===== src/rtl/pingpong_cmd_mgr.sv =====
module pingpong_cmd_mgr #(
  parameter int AW = 16,
  parameter logic [AW-1:0] BUF0_BASE   = 16'h0100,
  parameter logic [AW-1:0] BUF1_BASE   = 16'h0300,
  parameter logic [AW-1:0] FLAG_ADDR   = 16'h0FF0,
  parameter logic [AW-1:0] STATUS_ADDR = 16'h0FF1
) (
  input  logic          clk,
  input  logic          rst_n,
  input  logic [3:0]    buf_status,
  input  logic          switch_req,
  output logic [1:0]    ack_code,
  output logic [AW-1:0] rd_base,
  output logic          ptr_load,
  output logic          cmd_run,
  output logic          st_we,
  output logic [AW-1:0] st_addr,
  output logic [7:0]    st_wdata
);

  typedef enum logic [1:0] {S_WAIT, S_RUN, S_SWITCH} state_t;

  state_t state;
  logic   sel;
  logic   sel_rdy;

  assign sel_rdy  = buf_status[{1'b1, sel}];
  assign cmd_run  = (state == S_RUN);
  assign ptr_load = (state == S_WAIT) && sel_rdy;
  assign rd_base  = sel ? BUF1_BASE : BUF0_BASE;
  assign ack_code = (state == S_SWITCH) ? (sel ? 2'd2 : 2'd1) : 2'd0;
  assign st_we    = ptr_load || (state == S_SWITCH);
  assign st_addr  = (state == S_SWITCH) ? FLAG_ADDR : STATUS_ADDR;
  assign st_wdata = (state == S_SWITCH) ? {6'd0, sel, 1'b1} : {4'd0, buf_status};

  always_ff @(posedge clk) begin
    if (!rst_n) begin
      state <= S_WAIT;
      sel   <= 1'b0;
    end else begin
      case (state)
        S_WAIT:   if (sel_rdy) state <= S_RUN;
        S_RUN:    if (switch_req) state <= S_SWITCH;
        default: begin
          state <= S_WAIT;
          sel   <= ~sel;
        end
      endcase
    end
  end

  a_r3_run_after_load: assert property (@(posedge clk) disable iff (!rst_n)
    ptr_load |=> cmd_run && !ptr_load);
  a_r4_switch_acks: assert property (@(posedge clk) disable iff (!rst_n)
    (cmd_run && switch_req) |=> (ack_code != 2'd0) && !cmd_run);
  a_r4_ack_single: assert property (@(posedge clk) disable iff (!rst_n)
    (ack_code != 2'd0) |=> (ack_code == 2'd0));
  a_r5_flag_bit0: assert property (@(posedge clk) disable iff (!rst_n)
    (st_we && st_addr == FLAG_ADDR) |-> st_wdata[0]);
  a_r6_to_buf1: assert property (@(posedge clk) disable iff (!rst_n)
    (ack_code == 2'd1) |=> (rd_base == BUF1_BASE));
  a_r6_to_buf0: assert property (@(posedge clk) disable iff (!rst_n)
    (ack_code == 2'd2) |=> (rd_base == BUF0_BASE));
  a_r7_idle_switch: assert property (@(posedge clk) disable iff (!rst_n)
    (!cmd_run && switch_req) |=> (ack_code == 2'd0));

endmodule


===== config.mk =====
export PLATFORM = sky130hd
export DESIGN_NAME = pingpong_cmd_mgr
export DESIGN_NICKNAME = d
export VERILOG_FILES = /design/src/rtl/pingpong_cmd_mgr.sv
export SDC_FILE = /design/constraint.sdc
export NUM_CORES = 1
export LEC_CHECK = 0
export BUFFER_PORTS_ARGS = -buffer_cell sky130_fd_sc_hd__buf_2
export CAP_MARGIN = 25
export CELL_PAD_IN_SITES_DETAIL_PLACEMENT = 1
export CELL_PAD_IN_SITES_GLOBAL_PLACEMENT = 2
export CORE_MARGIN = 1
export CORE_UTILIZATION = 16
export DETAILED_ROUTE_END_ITERATION = 10
export PLACE_DENSITY = 0.86
export SETUP_SLACK_MARGIN = 0.15
export SLEW_MARGIN = 20
export SYNTH_ARGS = -nofsm -noshare
export SYNTH_HDL_FRONTEND = slang
export SYNTH_SLANG_ARGS = --single-unit
export TNS_END_PERCENT = 20

===== constraint.sdc =====
create_clock -name clk -period 2.8 [get_ports clk]
set_input_delay 0.42 -clock clk [delete_from_list [all_inputs] [get_ports clk]]
set_output_delay 0.42 -clock clk [all_outputs]
set_load 0.02 [all_outputs]

==> results of run 1 <==
==> cell usage in the layout, fill, tap and decap left out, drive strengths merged <==
| master | Yosys | routed |
|---|---|---|
| nor2 | 3 | 3 |
| nor2b | 1 | 1 |
| o41ai | 1 | 1 |
| nand4bb | 1 | 1 |
| inv | 3 | 3 |
| mux2i | 1 | 1 |
| buf | 36 | 17 |
| dfxtp | 3 | 3 |
| clkbuf | 0 | 4 |
| and3 | 1 | 1 |
| mux2 | 1 | 1 |
| conb | 2 | 34 |
| and2 | 2 | 2 |
| nand2b | 2 | 2 |
| xnor2 | 1 | 1 |
| a21oi | 1 | 1 |
| nor3 | 1 | 1 |
==> worst max path at each step <==
stage | from | to | slack [ps] | depth (start not counted)
6_report | state[0] | st_wdata[1] | 990 | 3
3_3_place_gp | state[0] | st_wdata[1] | 1300 | 3
2_1_floorplan | sel | ptr_load | 1380 | 2
3_5_place_dp | state[0] | st_wdata[1] | 1220 | 3
5_1_grt | state[0] | st_wdata[1] | 890 | 3
4_1_cts | state[0] | st_wdata[1] | 970 | 3
==> critical path: stages, from the launching register on <==
cell and delay (ps):
dfxtp_1 400, nand2b_1 280, mux2_4 320, buf_2 160
==> power breakdown <==
| group | internal (mW) | leakage (nW) | switching (mW) |
|---|---|---|---|
| Sequential | 0.0459 | 0.0246 | 0.00451 |
| Combinational | 0.0186 | 0.234 | 0.0663 |
| Clock | 0.0536 | 0.0150 | 0.0257 |
| Total | 0.118 | 0.274 | 0.0965 |
==> routing by layer <==
metal / part of all wire (%) / routed length [um]
met2: 49 / 394
met5: 0 / 0
met4: 0 / 0
met1: 34 / 269
met3: 17 / 134
==> stage by stage <==
| step | cells | utilization [%] | total power, mW |
|---|---|---|---|
| 3_5_place_dp | 104 | 15.83 | 0.1355 |
| 2_1_floorplan | 92 | - | 0.1561 |
| 4_1_cts | 108 | 16.79 | 0.2200 |
| 5_1_grt | 108 | 16.79 | 0.2310 |
| 3_3_place_gp | 104 | 15.83 | 0.1341 |
| 6_report | 108 | 16.79 | 0.2146 |
==> flip-flops by register name, summed over array words and instances, names as in the netlist <==
register	flops
state	2
sel	1
==> kinds of logic after synthesis <==
kind of cell              after synthesis  synth area share [%]
buffers and inverters                  39                 61.13
and+or+nand+nor                        11                 14.21
DFF                                     3                 12.87
AOI/OAI and AO/OA                       2                 2.948
muxes                                   2                 5.361
other                                   2                 1.609
xor gates and xnor gates                1                 1.877
==> final cells by class <==
class / instances / area, um2
multi-input cells: 50 / 241.5
flip-flops and latches: 3 / 60.06
inverters: 3 / 11.26
fillers: 362 / 2295
well taps: 31 / 38.79
clock buffers: 4 / 26.28
repair buffers: 17 / 85.08
==> impl_results.md, run 1 <==
- Status: complete, no violations
- GR Util met3: 4.186%
- Cell area after layout: 462.9 um2
- PwrDens: 463.6 nW/um2
- GRT Total Usage: 5.121%
- Leak: 0.2735 nW
- Starting Density: 16.92%
- DR pass1 iterations: 2
- Top cells by count, synth: buf_4 (35), dfxtp_1 (3), inv_1 (3), nor2_1 (3)
- Clock-pin slew on the worst setup and hold paths: 40 ps
- Main area contributors after synthesis: buf_4 (56%), dfxtp_1 (13%), mux2_4 (3.2%)
- Clock buffer depth: 2
- Die H: 56.01 um
- Critical path class: reg2out
- Number of remaining DRC errors: 0
- First-pass GRT wire length: 1200 um
- DRT Wirelength: 798 um
- Via count: 314
- Die X: 56.01 um
- Async SR Flop Fraction: 0%
- Reg2reg start: sel
- Grt ovf: 0
- Crit. End Element: output pin
- CTS Hold Bufs: 0
- Sink Count: 3
- # Post-CTS Setup Buffers: 0
- Vias/cell: 2.907
- Gr busiest metal: met2
- Port bufs: 17
- Routability cong.: 0.6298
- Distinct cells, synth: 18
- DP Area: 436.7 um2
- Post-DP HPWL: 671 um
- Worst Setup Slack, final: 988.4 ps
- FF-to-FF path depth: 2
- EDFF count, synth: 0
- Largest net degree at the start of global routing: 8
- RSZ-0062 raised after global routing: no
- Final Hold Fails: 0
- Worst reg2reg setup slack: 1820 ps
- Hold path depth: 2
- Hold Slack: 439.7 ps
- Total of warnings raised by yosys: 0
- Largest area contributor in the netlist: buf_4
- Drt initial violations: 3
- DP Worst Slack: 1220 ps
- TritonCTS clock tree: built
- Hold EP: state[1]
- Synth Instances: 60
- Synthesized cell area: 466.7 um2
- H-tree depth: 1
- Max Fanout on Critical Path: 7
- Sequential area share after synthesis: 12.87%
- Grt met2 use: 8.673%
- WL/cell: 7.389 um
- Io pins: 52
- Max Clock Skew: 0.7534 ps
- Fin nets: 85
- Most common cell in the netlist: buf_4
- CTS Buf Count: 3
- Area delta synth->final: -0.8044%
- Final worst path period share: 64.70%
- Layout cells sized above 1: 28.57%
- Total core area: 2758 um2
- Total Die Area: 3137 um2
- CP required: 2380 ps
- Antenna cells: 0
- FMAX: 552.0 MHz
- Row cnt: 19
- Tmin final: 1812 ps
- Root Driver: clkbuf_4
- Vias in the first global route: 285
- Hold WC Path Type: in2reg
- Syn avg cell area: 7.778 um2
- Setup TNS: 0 ps
- Main synth FF type: dfxtp_1
- Hold path startpoint: switch_req
- Synth top area share: 56.30%
- Yosys reg bits: 3
- Critical Path Source Type: register
- Max VDD drop: 0.1356 mV
- Antenna violations before repair: 0
- Max_cap viols: 0
- Antenna Nets Post-Route: 0
- Grt met1 use: 4.090%
- # setup viols final: 0
- Final Max Slew Viols: 0
- Terminus of the critical flop-to-flop path: state[0]
- Worst EP arrival: 1390 ps
- Insertion delay to the later sink of the worst-skew pair: 230 ps
- Gates resized, CTS repair: 0
Note: power is estimated with default switching activity, not from simulation.
==> inputs of run 2 (changes only) <==
--- a/config.mk
+++ b/config.mk
@@ -10,9 +10,9 @@
 export CELL_PAD_IN_SITES_DETAIL_PLACEMENT = 1
 export CELL_PAD_IN_SITES_GLOBAL_PLACEMENT = 2
 export CORE_MARGIN = 1
-export CORE_UTILIZATION = 16
+export CORE_UTILIZATION = 13
 export DETAILED_ROUTE_END_ITERATION = 10
-export PLACE_DENSITY = 0.86
+export PLACE_DENSITY = 0.75
 export SETUP_SLACK_MARGIN = 0.15
 export SLEW_MARGIN = 20
 export SYNTH_ARGS = -nofsm -noshare
==> constraint.sdc (replaced) <==
create_clock -name clk -period 1.6 [get_ports clk]
set_input_delay 0.24 -clock clk [delete_from_list [all_inputs] [get_ports clk]]
set_output_delay 0.24 -clock clk [all_outputs]
set_load 0.02 [all_outputs]
==> run 2 against run 1 <==
Via count is 6.4% higher. Worst setup slack worse by 800 ps. Critical path depth is 1 higher. Die area is 22% higher. Largest cell class unchanged.
==> impl_results.md, run 2 (synthesis gave the netlist of run 1 again) <==
- Status: complete, no violations
- Top flop regs: state x2, sel x1
- DRT Wirelength: 891 um (+12%)
- GR Util met3: 5.176% (+0.99 points)
- Total core area: 3390 um2 (+23%)
- Die X: 61.92 um (+11%)
- Row cnt: 21 (+2)
- Vias in the first global route: 266 (-6.7%)
- Root Driver: clkbuf_4
- Number of remaining DRC errors: 0 (unchanged)
- Max reg flops: 2 (unchanged)
- Routability cong.: 0.7041 (+12%)
- GRT Total Usage: 4.770% (-0.35 points)
- Fin nets: 88 (+3.5%)
- Sink Count: 3 (unchanged)
- Crit. End Element: output pin
- CP required: 1360 ps (-1020 ps)
- Hold WC Path Type: in2reg
- Tmin final: 1415 ps
- Antenna cells: 0 (unchanged)
- Io pins: 52 (unchanged)
- Antenna violations before repair: 0 (unchanged)
- Core Util, Final: 16.28% (-0.51 points)
- Switching pwr: 0.1759 mW (+82%)
- Final worst path period share: 88.46%
- Most frequent cells in the layout: conb_1 (34), buf_2 (16)
- TritonCTS clock tree: built
- Part of the power in registers: 21.4% (-2.1 points)
- FMAX: 706.5 MHz
- Largest net degree at the start of global routing: 8 (unchanged)
- Max Fanout on Critical Path: 6 (-1)
- # setup viols final: 0 (unchanged)
- Net Sw Frac: 44.32% (-0.65 points)
- Insertion delay to the later sink of the worst-skew pair: 240 ps (about the same)
- Total Die Area: 3833 um2 (+22%)
- Reg with most FFs: state
- Clock-pin slew on the worst setup and hold paths: 40 ps (about the same)
- RSZ-0062 raised after global routing: yes
- Starting Density: 13.77% (-3.2 points)
- Critical path class: reg2out
- WL/cell: 7.071 um (-4.3%)
- Via count: 334 (+6.4%)
- Critical Path Source Type: register
- Final Max Slew Viols: 0 (unchanged)
- Gr busiest metal: met2
- H-tree depth: 1 (unchanged)
- Pint: 0.2209 mW (+87%)
- Port bufs: 17 (unchanged)
- Part of the power in the clock network: 35.1% (-1.9 points)
- Most common cell after layout, fill and taps aside: conb_1
- Vias/cell: 2.651 (-8.8%)
- Max Clock Skew: 3.294 ps (+2.541 ps)
- Grt met2 use: 6.452% (-2.2 points)
- Setup TNS: 0 ps (unchanged)
- PwrDens: 719.2 nW/um2 (+55%)
- Grt met1 use: 5.074% (+0.98 points)
- Grt ovf: 0 (unchanged)
- Max VDD drop: 0.2274 mV (+68%)
- First-pass GRT wire length: 1207 um (+0.58%)
- Worst EP arrival: 1180 ps (-210 ps)
- Leak: 0.3030 nW (+11%)
- Final Hold Fails: 0 (unchanged)
- Post-DP HPWL: 740 um (+10%)
- CTS Buf Count: 3 (unchanged)
- DR pass1 iterations: 4 (+2)
- Max_cap viols: 0 (unchanged)
- Area delta synth->final: 18.23%
- Die H: 61.92 um (+11%)
- Logic pwr share: 43.5% (+3.9 points)
- Drt initial violations: 17 (+14)
- Layout cells sized above 1: 38.75% (+10 points)
- Clock buffer depth: 2 (unchanged)
- Antenna Nets Post-Route: 0 (unchanged)
## run 2: cell types whose count changed in the layout (fill, tap and decap cells not counted), sizes merged
cell  delta
buf      +3
## run 2: worst max-delay path, cell delays in order, from the launching register on
cell,delay [ps]
dfxtp_4,330
nand2b_4,150
buf_12,130
and2_2,180
buf_4,150
## run 2: final cells by class
class                      instances  area (um2)
fill                             411        2838
timing repair buffer              20       122.6
clock buffer                       4       26.28
tap                               46       57.56
inverter                           3       11.26
multi-input combinational         50       265.3
sequential                         3       68.82
## run 2: routing by layer
metal / vias up / part of all wire (%)
li1: 154 / -
met4: 0 / 0
met2: 36 / 41
met1: 144 / 37
met3: 0 / 21
met5: - / 0
## run 2: power groups by stage
stage / clock [mW] / sequential, mW / combinational [mW]
after floorplan: 0 / 0.0874 / 0.186
after global placement: 0 / 0.0869 / 0.152
after detailed placement: 0 / 0.0881 / 0.152
after CTS: 0.144 / 0.0890 / 0.160
after global routing: 0.153 / 0.0856 / 0.191
final: 0.139 / 0.0851 / 0.173
## run 2: timing repair
| action | 4_1_cts | 5_1_grt |
|---|---|---|
| setup endpoints to repair | 6 | 6 |
| gates resized for setup | 5 | 6 |
| setup buffers | 1 | 1 |
| hold buffers | 0 | 0 |
## run 2: per-stage QoR
step	hold WS, ps	total power [mW]	area [um2]	cells	setup slack (ps)
floorplan	374.4	0.2733	586.8	92	362.2
global placement	495.4	0.2385	462.9	120	280.7
detailed placement	489.2	0.2402	462.9	120	209.0
CTS	237.6	0.3928	523.0	125	132.7
global route	249.5	0.4297	551.8	126	138.7
finish	237.5	0.3969	551.8	126	184.6
## run 2: final timing paths
kind               from           to  slack, ps  depth (start not counted)
max            state[0]  st_wdata[2]        180                          4
min          switch_req     state[1]        240                          2
max reg2reg    state[0]     state[0]        690                          2
min reg2reg    state[1]     state[0]        520                          1
==> inputs of run 3 (changes only) <==
--- a/config.mk
+++ b/config.mk
@@ -10,9 +10,9 @@
 export CELL_PAD_IN_SITES_DETAIL_PLACEMENT = 1
 export CELL_PAD_IN_SITES_GLOBAL_PLACEMENT = 2
 export CORE_MARGIN = 1
-export CORE_UTILIZATION = 13
+export CORE_UTILIZATION = 16
 export DETAILED_ROUTE_END_ITERATION = 10
-export PLACE_DENSITY = 0.75
+export PLACE_DENSITY = 0.86
 export SETUP_SLACK_MARGIN = 0.15
 export SLEW_MARGIN = 20
 export SYNTH_ARGS = -nofsm -noshare
==> constraint.sdc (replaced) <==
create_clock -name clk -period 1.8 [get_ports clk]
set_input_delay 0.27 -clock clk [delete_from_list [all_inputs] [get_ports clk]]
set_output_delay 0.27 -clock clk [all_outputs]
set_load 0.02 [all_outputs]
==> run 3 against run 2 <==
Count of clock-buffer cells in the layout is the same. Critical path depth shrank 1. First-iteration DRC count shrank 82%. Utilization grew 0.78 points. Combinational power shrank 23%. Power shrank 15%. Flip-flop and latch count is the same. Worst setup slack gained 46 ps. Die area shrank 18%. Non-clock buffer count shrank 3.
==> impl_results.md, run 3 (synthesis gave the netlist of run 1 again) <==
- Switching pwr: 0.1508 mW (-14%)
- Part of the power in the clock network: 36.7% (+1.6 points)
- Grt met1 use: 4.090% (-0.98 points)
- CP required: 1530 ps (+170 ps)
- Pint: 0.1855 mW (-16%)
- Die X: 56.01 um (-9.5%)
- Antenna cells: 0 (unchanged)
- Die H: 56.01 um (-9.5%)
- Logic pwr share: 39.8% (-3.7 points)
- Hold WC Path Type: in2reg
- Row cnt: 19 (-9.5%)
- # Post-CTS Setup Buffers: 0 (-1)
- Most common cell after layout, fill and taps aside: conb_1
- Worst EP arrival: 1300 ps (+120 ps)
- Slowest CP cell: dfxtp_1
- RSZ-0062 raised after global routing: no
- FMAX: 637.1 MHz
- Crit. End Element: output pin
- DP Area: 436.7 um2 (-5.7%)
- Tmin final: 1570 ps
- Part of the power in registers: 23.5% (+2.1 points)
- Antenna violations before repair: 0 (unchanged)
- GR Util met3: 4.186% (-0.99 points)
- TritonCTS clock tree: built
- Most frequent cells in the layout: conb_1 (34), buf_2 (17)
- Net Sw Frac: 44.83% (+0.51 points)
- Cell area after layout: 470.5 um2 (-15%)
- Max Clock Skew: 0.7421 ps (-2.552 ps)
- CP Cell Sequence: nand2b_4 > mux2_4 > buf_2
- Fin nets: 85 (-3.4%)
- Io pins: 52 (unchanged)
- Critical path class: reg2out
- Filler Cell Count: 362 (-12%)
- Vias/cell: 2.861 (+7.9%)
- Total core area: 2758 um2 (-19%)
- Max Fanout on Critical Path: 7 (+1)
- Max VDD drop: 0.2118 mV (-6.9%)
- Clock-pin slew on the worst setup and hold paths: 40 ps (about the same)
- Drt initial violations: 3 (-14)
- Largest net degree at the start of global routing: 8 (unchanged)
- Number of remaining DRC errors: 0 (unchanged)
- Grt ovf: 0 (unchanged)
- CTS Hold Bufs: 0 (unchanged)
- Clock buffer depth: 2 (unchanged)
- Final Hold Fails: 0 (unchanged)
- Routability cong.: 0.6298 (-11%)
- Max_cap viols: 0 (unchanged)
- Final Max Slew Viols: 0 (unchanged)
- Leak: 0.2766 nW (-8.7%)
- Status: complete, no violations
- Top flop regs: state x2, sel x1
- Total Die Area: 3137 um2 (-18%)
- Vias in the first global route: 285 (+7.1%)
- Antenna Nets Post-Route: 0 (unchanged)
- Port bufs: 17 (unchanged)
- Area delta synth->final: 0.8042%
- Sink Count: 3 (unchanged)
- Final worst path period share: 87.21%
- Largest stage delay, worst path: 490 ps (+160 ps)
- Total power: 0.3363 mW (-15%)
- GRT Total Usage: 5.121% (+0.35 points)
- Max reg flops: 2 (unchanged)
- WL/cell: 7.444 um (+5.3%)
- Grt met2 use: 8.673% (+2.2 points)
- Insertion delay to the later sink of the worst-skew pair: 230 ps (about the same)
- Setup TNS: 0 ps (unchanged)
- PwrDens: 714.9 nW/um2 (-0.60%)
- DRT Wirelength: 804 um (-9.8%)
- Starting Density: 16.92% (+3.2 points)
- DR pass1 iterations: 2 (-2)
- H-tree depth: 1 (unchanged)
- Layout cells sized above 1: 29.87% (-8.9 points)
- Gr busiest metal: met2
- Post-DP HPWL: 671 um (-9.3%)
- Via count: 309 (-7.5%)
- First-pass GRT wire length: 1200 um (-0.58%)
- # setup viols final: 0 (unchanged)
- CTS Buf Count: 3 (unchanged)
- Root Driver: clkbuf_4
- Critical Path Source Type: register
- Reg with most FFs: state
==> run 3: worst max-delay path, delay by kind of cell, from the launching register on <==
family                 cells  cell delay (ps)
DFF                        1              490
muxes                      1              300
buffers and inverters      1              160
and+or+nand+nor            1              120
==> run 3: timing repair <==
item | in CTS | in global routing
setup endpoints to repair | 1 | 1
cloned | 0 | 0
resized for setup | 1 | 1
==> run 3: power by group through the flow <==
stage / combinational (mW) / clock (mW) / sequential (mW)
floorplan: 0.165 / 0 / 0.0777
global placement: 0.130 / 0 / 0.0786
detailed placement: 0.131 / 0 / 0.0797
CTS: 0.132 / 0.132 / 0.0786
global route: 0.144 / 0.138 / 0.0806
finish: 0.134 / 0.123 / 0.0790
==> run 3: layout make-up <==
| cell class | count | area, um2 | area share [%] |
|---|---|---|---|
| Sequential cell | 3 | 60.06 | 12.77 |
| Clock buffer | 4 | 26.28 | 5.585 |
| Tap cell | 31 | 38.79 | 8.245 |
| Timing Repair Buffer | 17 | 85.08 | 18.09 |
| Inverter | 3 | 11.26 | 2.394 |
| Multi-Input combinational cell | 50 | 249.0 | 52.93 |
==> run 3: path summary, 6_finish.rpt <==
kind	end	cells after the start	slack (ps)	start
hold / removal	state[1]	2	290	switch_req
setup reg to reg	state[0]	2	810	sel
hold reg to reg	state[0]	1	570	state[0]
setup / recovery	st_wdata[1]	3	230	state[1]
==> run 3: metal layers <==
| metal | vias to the layer above | share of wire [%] | routed length, um |
|---|---|---|---|
| met5 | - | 0 | 0 |
| met4 | 0 | 0 | 0 |
| met3 | 0 | 17 | 134 |
| met2 | 30 | 49 | 393 |
| met1 | 130 | 34 | 277 |
| li1 | 149 | - | - |
==> run 3: metrics by stage <==
step / std cells / worst slack (ps) / hold slack (ps) / utilization (%)
after floorplan: 92 / 532.2 / 404.4 / -
after global placement: 104 / 448.8 / 515.6 / 15.83
after detailed placement: 104 / 369.7 / 528.3 / 15.83
after CTS: 108 / 189.2 / 275.5 / 16.88
after global routing: 108 / 151.1 / 306.1 / 17.06
final: 108 / 230.3 / 289.7 / 17.06
